File: src/rtl/gwd_pkg.sv
package gwd_pkg;
  typedef enum logic [1:0] {
    KIND_IDLE   = 2'd0,
    KIND_REG    = 2'd1,
    KIND_LOCAL  = 2'd2,
    KIND_GLOBAL = 2'd3
  } acc_kind_e;
endpackage

File: src/rtl/gwd_mask_reg.sv
module gwd_mask_reg #(
  parameter int DATA_W = 16,
  parameter int MASK_W = 8
) (
  input  logic              clk,
  input  logic              rst_n,
  input  logic              wr_en,
  input  logic [MASK_W-1:0] wr_mask,
  output logic [MASK_W-1:0] mask,
  output logic [DATA_W-1:0] rd_word
);
  localparam int PAD_W = DATA_W - MASK_W;

  always_ff @(posedge clk or negedge rst_n) begin
    if (!rst_n)     mask <= '0;
    else if (wr_en) mask <= wr_mask;
  end

  assign rd_word = {{PAD_W{1'b1}}, mask};


  mask_write_only_chk: assert property (@(posedge clk) disable iff (!rst_n)
    !$stable(mask) |-> $past(wr_en));
endmodule

File: src/rtl/gwd_window_cmp.sv
module gwd_window_cmp #(
  parameter int ADDR_W     = 16,
  parameter int MASK_W     = 8,
  parameter int NOGLOB_LSB = 2
) (
  input  logic [ADDR_W-1:0] addr,
  input  logic [MASK_W-1:0] mask,
  output logic              hit
);
  localparam int TOP_LSB = ADDR_W - MASK_W;

  logic [MASK_W-1:0] bit_ok;

  generate
    for (genvar i = 0; i < MASK_W; i++) begin : g_bit
      assign bit_ok[i] = ~mask[i] | addr[TOP_LSB + i];
    end
  endgenerate

  assign hit = (&bit_ok) & (|mask[MASK_W-1:NOGLOB_LSB]);
endmodule

File: src/rtl/gwd_bus_seq.sv
module gwd_bus_seq
  import gwd_pkg::*;
(
  input  logic      clk,
  input  logic      rst_n,
  input  logic      acc_valid,
  input  logic      is_reg,
  input  logic      hit,
  input  logic      ext_ready,
  output acc_kind_e kind,
  output logic      acc_ready,
  output logic      ext_ds_n,
  output logic      ext_br_n
);
  always_comb begin
    if (!acc_valid)  kind = KIND_IDLE;
    else if (is_reg) kind = KIND_REG;
    else if (hit)    kind = KIND_GLOBAL;
    else             kind = KIND_LOCAL;
  end

  always_comb begin
    acc_ready = 1'b1;
    ext_ds_n  = 1'b1;
    ext_br_n  = 1'b1;
    unique case (kind)
      KIND_LOCAL:  ext_ds_n = 1'b0;
      KIND_GLOBAL: begin
        ext_ds_n  = 1'b0;
        ext_br_n  = 1'b0;
        acc_ready = ext_ready;
      end
      default: ;
    endcase
  end


  br_with_ds_chk: assert property (@(posedge clk) disable iff (!rst_n)
    !ext_br_n |-> !ext_ds_n);


  stall_only_global_chk: assert property (@(posedge clk) disable iff (!rst_n)
    (acc_valid && !acc_ready) |-> (!ext_br_n && !ext_ready));


  stall_holds_request_chk: assert property (@(posedge clk) disable iff (!rst_n)
    (acc_valid && !acc_ready) |=> (acc_valid && !ext_br_n));
endmodule

File: src/rtl/gmem_window_dec.sv
module gmem_window_dec
  import gwd_pkg::*;
#(
  parameter int ADDR_W     = 16,
  parameter int DATA_W     = 16,
  parameter int MASK_W     = 8,
  parameter int REG_ADDR   = 5,
  parameter int NOGLOB_LSB = 2
) (
  input  logic              clk,
  input  logic              rst_n,
  input  logic              acc_valid,
  output logic              acc_ready,
  input  logic [ADDR_W-1:0] acc_addr,
  input  logic              acc_we,
  input  logic [DATA_W-1:0] acc_wdata,
  output logic [DATA_W-1:0] acc_rdata,
  output logic              ext_ds_n,
  output logic              ext_br_n,
  output logic              ext_we,
  output logic [ADDR_W-1:0] ext_addr,
  output logic [DATA_W-1:0] ext_wdata,
  input  logic [DATA_W-1:0] ext_rdata,
  input  logic              ext_ready
);
  localparam logic [ADDR_W-1:0] REG_A = ADDR_W'(REG_ADDR);

  logic              is_reg;
  logic              hit;
  logic              reg_wr;
  logic [MASK_W-1:0] mask;
  logic [DATA_W-1:0] reg_word;
  acc_kind_e         kind;

  assign is_reg = (acc_addr == REG_A);
  assign reg_wr = acc_valid & acc_we & is_reg;

  gwd_mask_reg #(.DATA_W(DATA_W), .MASK_W(MASK_W)) u_mask (
    .clk(clk), .rst_n(rst_n), .wr_en(reg_wr),
    .wr_mask(acc_wdata[MASK_W-1:0]), .mask(mask), .rd_word(reg_word)
  );

  gwd_window_cmp #(.ADDR_W(ADDR_W), .MASK_W(MASK_W), .NOGLOB_LSB(NOGLOB_LSB)) u_cmp (
    .addr(acc_addr), .mask(mask), .hit(hit)
  );

  gwd_bus_seq u_seq (
    .clk(clk), .rst_n(rst_n), .acc_valid(acc_valid), .is_reg(is_reg),
    .hit(hit), .ext_ready(ext_ready), .kind(kind), .acc_ready(acc_ready),
    .ext_ds_n(ext_ds_n), .ext_br_n(ext_br_n)
  );

  assign ext_addr  = acc_addr;
  assign ext_wdata = acc_wdata;
  assign ext_we    = (kind == KIND_LOCAL || kind == KIND_GLOBAL) & acc_we;
  assign acc_rdata = is_reg ? reg_word : ext_rdata;


  reg_stays_internal_chk: assert property (@(posedge clk) disable iff (!rst_n)
    (acc_valid && is_reg) |-> (ext_ds_n && ext_br_n && !ext_we && acc_ready));


  low_mask_no_global_chk: assert property (@(posedge clk) disable iff (!rst_n)
    (mask[MASK_W-1:NOGLOB_LSB] == '0) |-> ext_br_n);
endmodule

File: config.mk
export PLATFORM = sky130hd
export DESIGN_NAME = gmem_window_dec
export DESIGN_NICKNAME = d
export VERILOG_FILES = /design/src/rtl/gwd_pkg.sv /design/src/rtl/gwd_mask_reg.sv /design/src/rtl/gwd_window_cmp.sv /design/src/rtl/gwd_bus_seq.sv /design/src/rtl/gmem_window_dec.sv
export SDC_FILE = /design/constraint.sdc
export NUM_CORES = 1
export LEC_CHECK = 0
export BUFFER_PORTS_ARGS = -buffer_cell sky130_fd_sc_hd__buf_2
export CORE_MARGIN = 10
export CORE_UTILIZATION = 25
export DETAILED_ROUTE_END_ITERATION = 8
export GPL_TIMING_DRIVEN = 1
export SLEW_MARGIN = 10
export SYNTH_ARGS = -nofsm -noshare
export SYNTH_HDL_FRONTEND = slang
export SYNTH_HIERARCHICAL = 1
export SYNTH_SLANG_ARGS = --single-unit
File: constraint.sdc
create_clock -name clk -period 2.1 [get_ports clk]
set_clock_uncertainty 0.1 [all_clocks]
set_input_delay 0.315 -clock clk [delete_from_list [all_inputs] [get_ports clk]]
set_output_delay 0.315 -clock clk [all_outputs]
set_load 0.02 [all_outputs]
==> flow_summary_export.csv <==
group,metric,value,unit
run_status,outcome,"completed",
detailed_routing,dr_total_vias,860,
floorplanning,placeableCoreArea,4444,sq um
global_routing,gr-total-overflow,0,
pwr,ir_worst_vdd,0.0001025,V
global_routing,track_usage,0.07342,
sta,setup-tns-final,0,ns
critical_path,critPathMaxStageDelay,0.34,ns
placed_design,dpl.hpwl,2897,um
floorplanning,design.die.area,7784,sq um
clock_tree,clockRootBuffer,"sky130_fd_sc_hd__clkbuf_8",
final_layout,layout_commonest_cell,"sky130_fd_sc_hd__buf_2",
synthesis,netlist_instances,109,
critical_path,timing_worst_setup_path_type,"in2out",
sta,period_needed,2.007,ns
floorplanning,die_h,88.23,um
final_layout,areaGrowthSynthToFinish,22.37,%
min_path,worst_hold_path_type,"in2reg",
final_layout,layout_common_cells,"sky130_fd_sc_hd__buf_2 (87), sky130_fd_sc_hd__mux2_4 (16), sky130_fd_sc_hd__conb_1 (8), sky130_fd_sc_hd__dfrtp_1 (8), sky130_fd_sc_hd__mux2_2 (7)",
critical_path,crit_required,1.68,ns
clock_tree,worst_skew_pair.late_latency,0.22,ns
final_layout,reg.largest.list,"u_mask/mask (8)",
sta,number_of_hold_slack_violations_in_the_final_timing_report,0,
global_routing,antenna_found_initial,0,
placed_design,finalWeightedCongestion,0.6952,
floorplanning,rows,24,
critical_path,critical_path.top_delay_family,"simple AND/OR/NAND/NOR gates",
critical_path,critical_path.max_fanout,16,
placed_design,total_placed_cells_including_tap_cells,208,
floorplanning,floorplan.initialDensity,0.2618,
pwr,power_leakage,0.7933,nW
final_layout,final_cells,216,
placed_design,dpl_worst_slack,0.06679,ns
detailed_routing,remaining_drc_errors,0,
critical_path,setup.worst_path.start_class,"input port",
sta,setup_viol,0,
sta,fmax,0.4983,GHz
synthesis,yosysWarningCount,6,
clock_tree,clkTransAtPathRegs,0.04,ns
clock_tree,htree_levels,1,
placed_design,placed_cell_area,1340,sq um
final_layout,layout-drive-gt1-share,0.7683,
clock_tree,cts_tree,"done",
sta,worst_slack,0.09316,ns
pwr,power_density,366.1,nW/um^2
detailed_routing,routed_wl,3148,um
critical_path,critical-path-slowest-cell,"sky130_fd_sc_hd__nor4_4",
final_layout,seq_area,200.2,sq um
critical_path,critPathBufInv,3,
clock_tree,cts_buffers,3,
floorplanning,floorplan.io_pins,105,
synthesis,syn-mean-instance-area,10.68,sq um
sta,period_share,0.9556,
placed_design,io_buffers,88,
pwr,p_total,0.5213,mW
critical_path,setup.worst_path.end_class,"output pin",
floorplanning,die_w,88.23,um
synthesis,post_synth_instance_area,1164,sq um
final_layout,design_area,1424,sq um
detailed_routing,post_drt_wl_per_cell,14.57,um
job,maxCapViolCount,0,
critical_path,worst-endpoint-arrival,1.59,ns
global_routing,grt_max_degree,17,
final_layout,diodes,0,
final_layout,count_of_fill_cells_added_during_filler_insertion,472,
critical_path,timing.critical_path.cells,"buf_2 -> nor4_4 -> nand4_4 -> buf_12 -> mux2_4 -> buf_2",
detailed_routing,drt_iter0_drc,15,
final_layout,area_of_the_multi_input_gates,595.6,sq um
detailed_routing,viasPerCell,3.981,
critical_path,critical_path.most_common_cell,"sky130_fd_sc_hd__buf_2",
sta,report.final.slew_viol_count,0,
global_routing,first_global_vias,920,
detailed_routing,ant_nets,0,
detailed_routing,drt-pass1-iter-count,4,
clock_tree,clock_tree.buffer_depth,2,
final_layout,layout.nets,219,
clock_tree,cts_sinks,8,
global_routing,global_route_wire_length_before_repair,4485,um
final_layout,largest_register_ff_count,8,
final_layout,largest-register,"u_mask/mask",
==> final timing paths <==
check	startpoint	to	slack, ns	cells past startpoint
worst max-delay path	acc_addr[12]	acc_rdata[0]	0.09	6
worst min-delay path	acc_wdata[7]	u_mask/mask[7]	0.24	2
worst max register to register	u_mask/mask[6]	u_mask/mask[6]	1.08	2
worst min register to register	u_mask/mask[1]	u_mask/mask[1]	0.46	1
max in group asynchronous	rst_n	u_mask/mask[4]	1.35	2
min in group asynchronous	rst_n	u_mask/mask[0]	0.38	2
==> power by group <==
part	internal [mW]	switching [mW]
Sequential	0.155	0.0000299
Clock	0.123	0.0519
Combinational	0.0819	0.109
==> stage by stage <==
stage,hold slack (ns),util
2_1_floorplan,-0.08059,-
3_3_place_gp,0.06095,0.3015
3_5_place_dp,0.06843,0.3015
4_1_cts,0.2414,0.3131
5_1_grt,0.2452,0.3204
6_report,0.2429,0.3204
==> routing by layer <==
| layer | track usage | share of wire | routed length [um] | vias up |
|---|---|---|---|---|
| met3 | 0.03860 | 0.16 | 518 | 2 |
| li1 | - | - | - | 428 |
| met2 | 0.1259 | 0.47 | 1490 | 54 |
| met4 | 0.01909 | 0.0019 | 6 | 0 |
| met5 | 0 | 0 | 0 | - |
| met1 | 0.07753 | 0.36 | 1132 | 376 |
==> cell type report <==
class	instances	share of cell area
multi-input combinational	55	0.4183
timing repair buffer	95	0.3585
sequential	8	0.1406
tap	52	0.04569
clock buffer	3	0.02900
inverter	3	0.007909
==> what timing repair did <==
item | CTS | global route
endpoints found under the setup margin | 0 | 2
endpoints found under the hold margin | 8 | 0
setup buffers | 0 | 4
resized for setup | 0 | 1
hold buffers | 1 | 0
(Power assumes the default switching activity.)
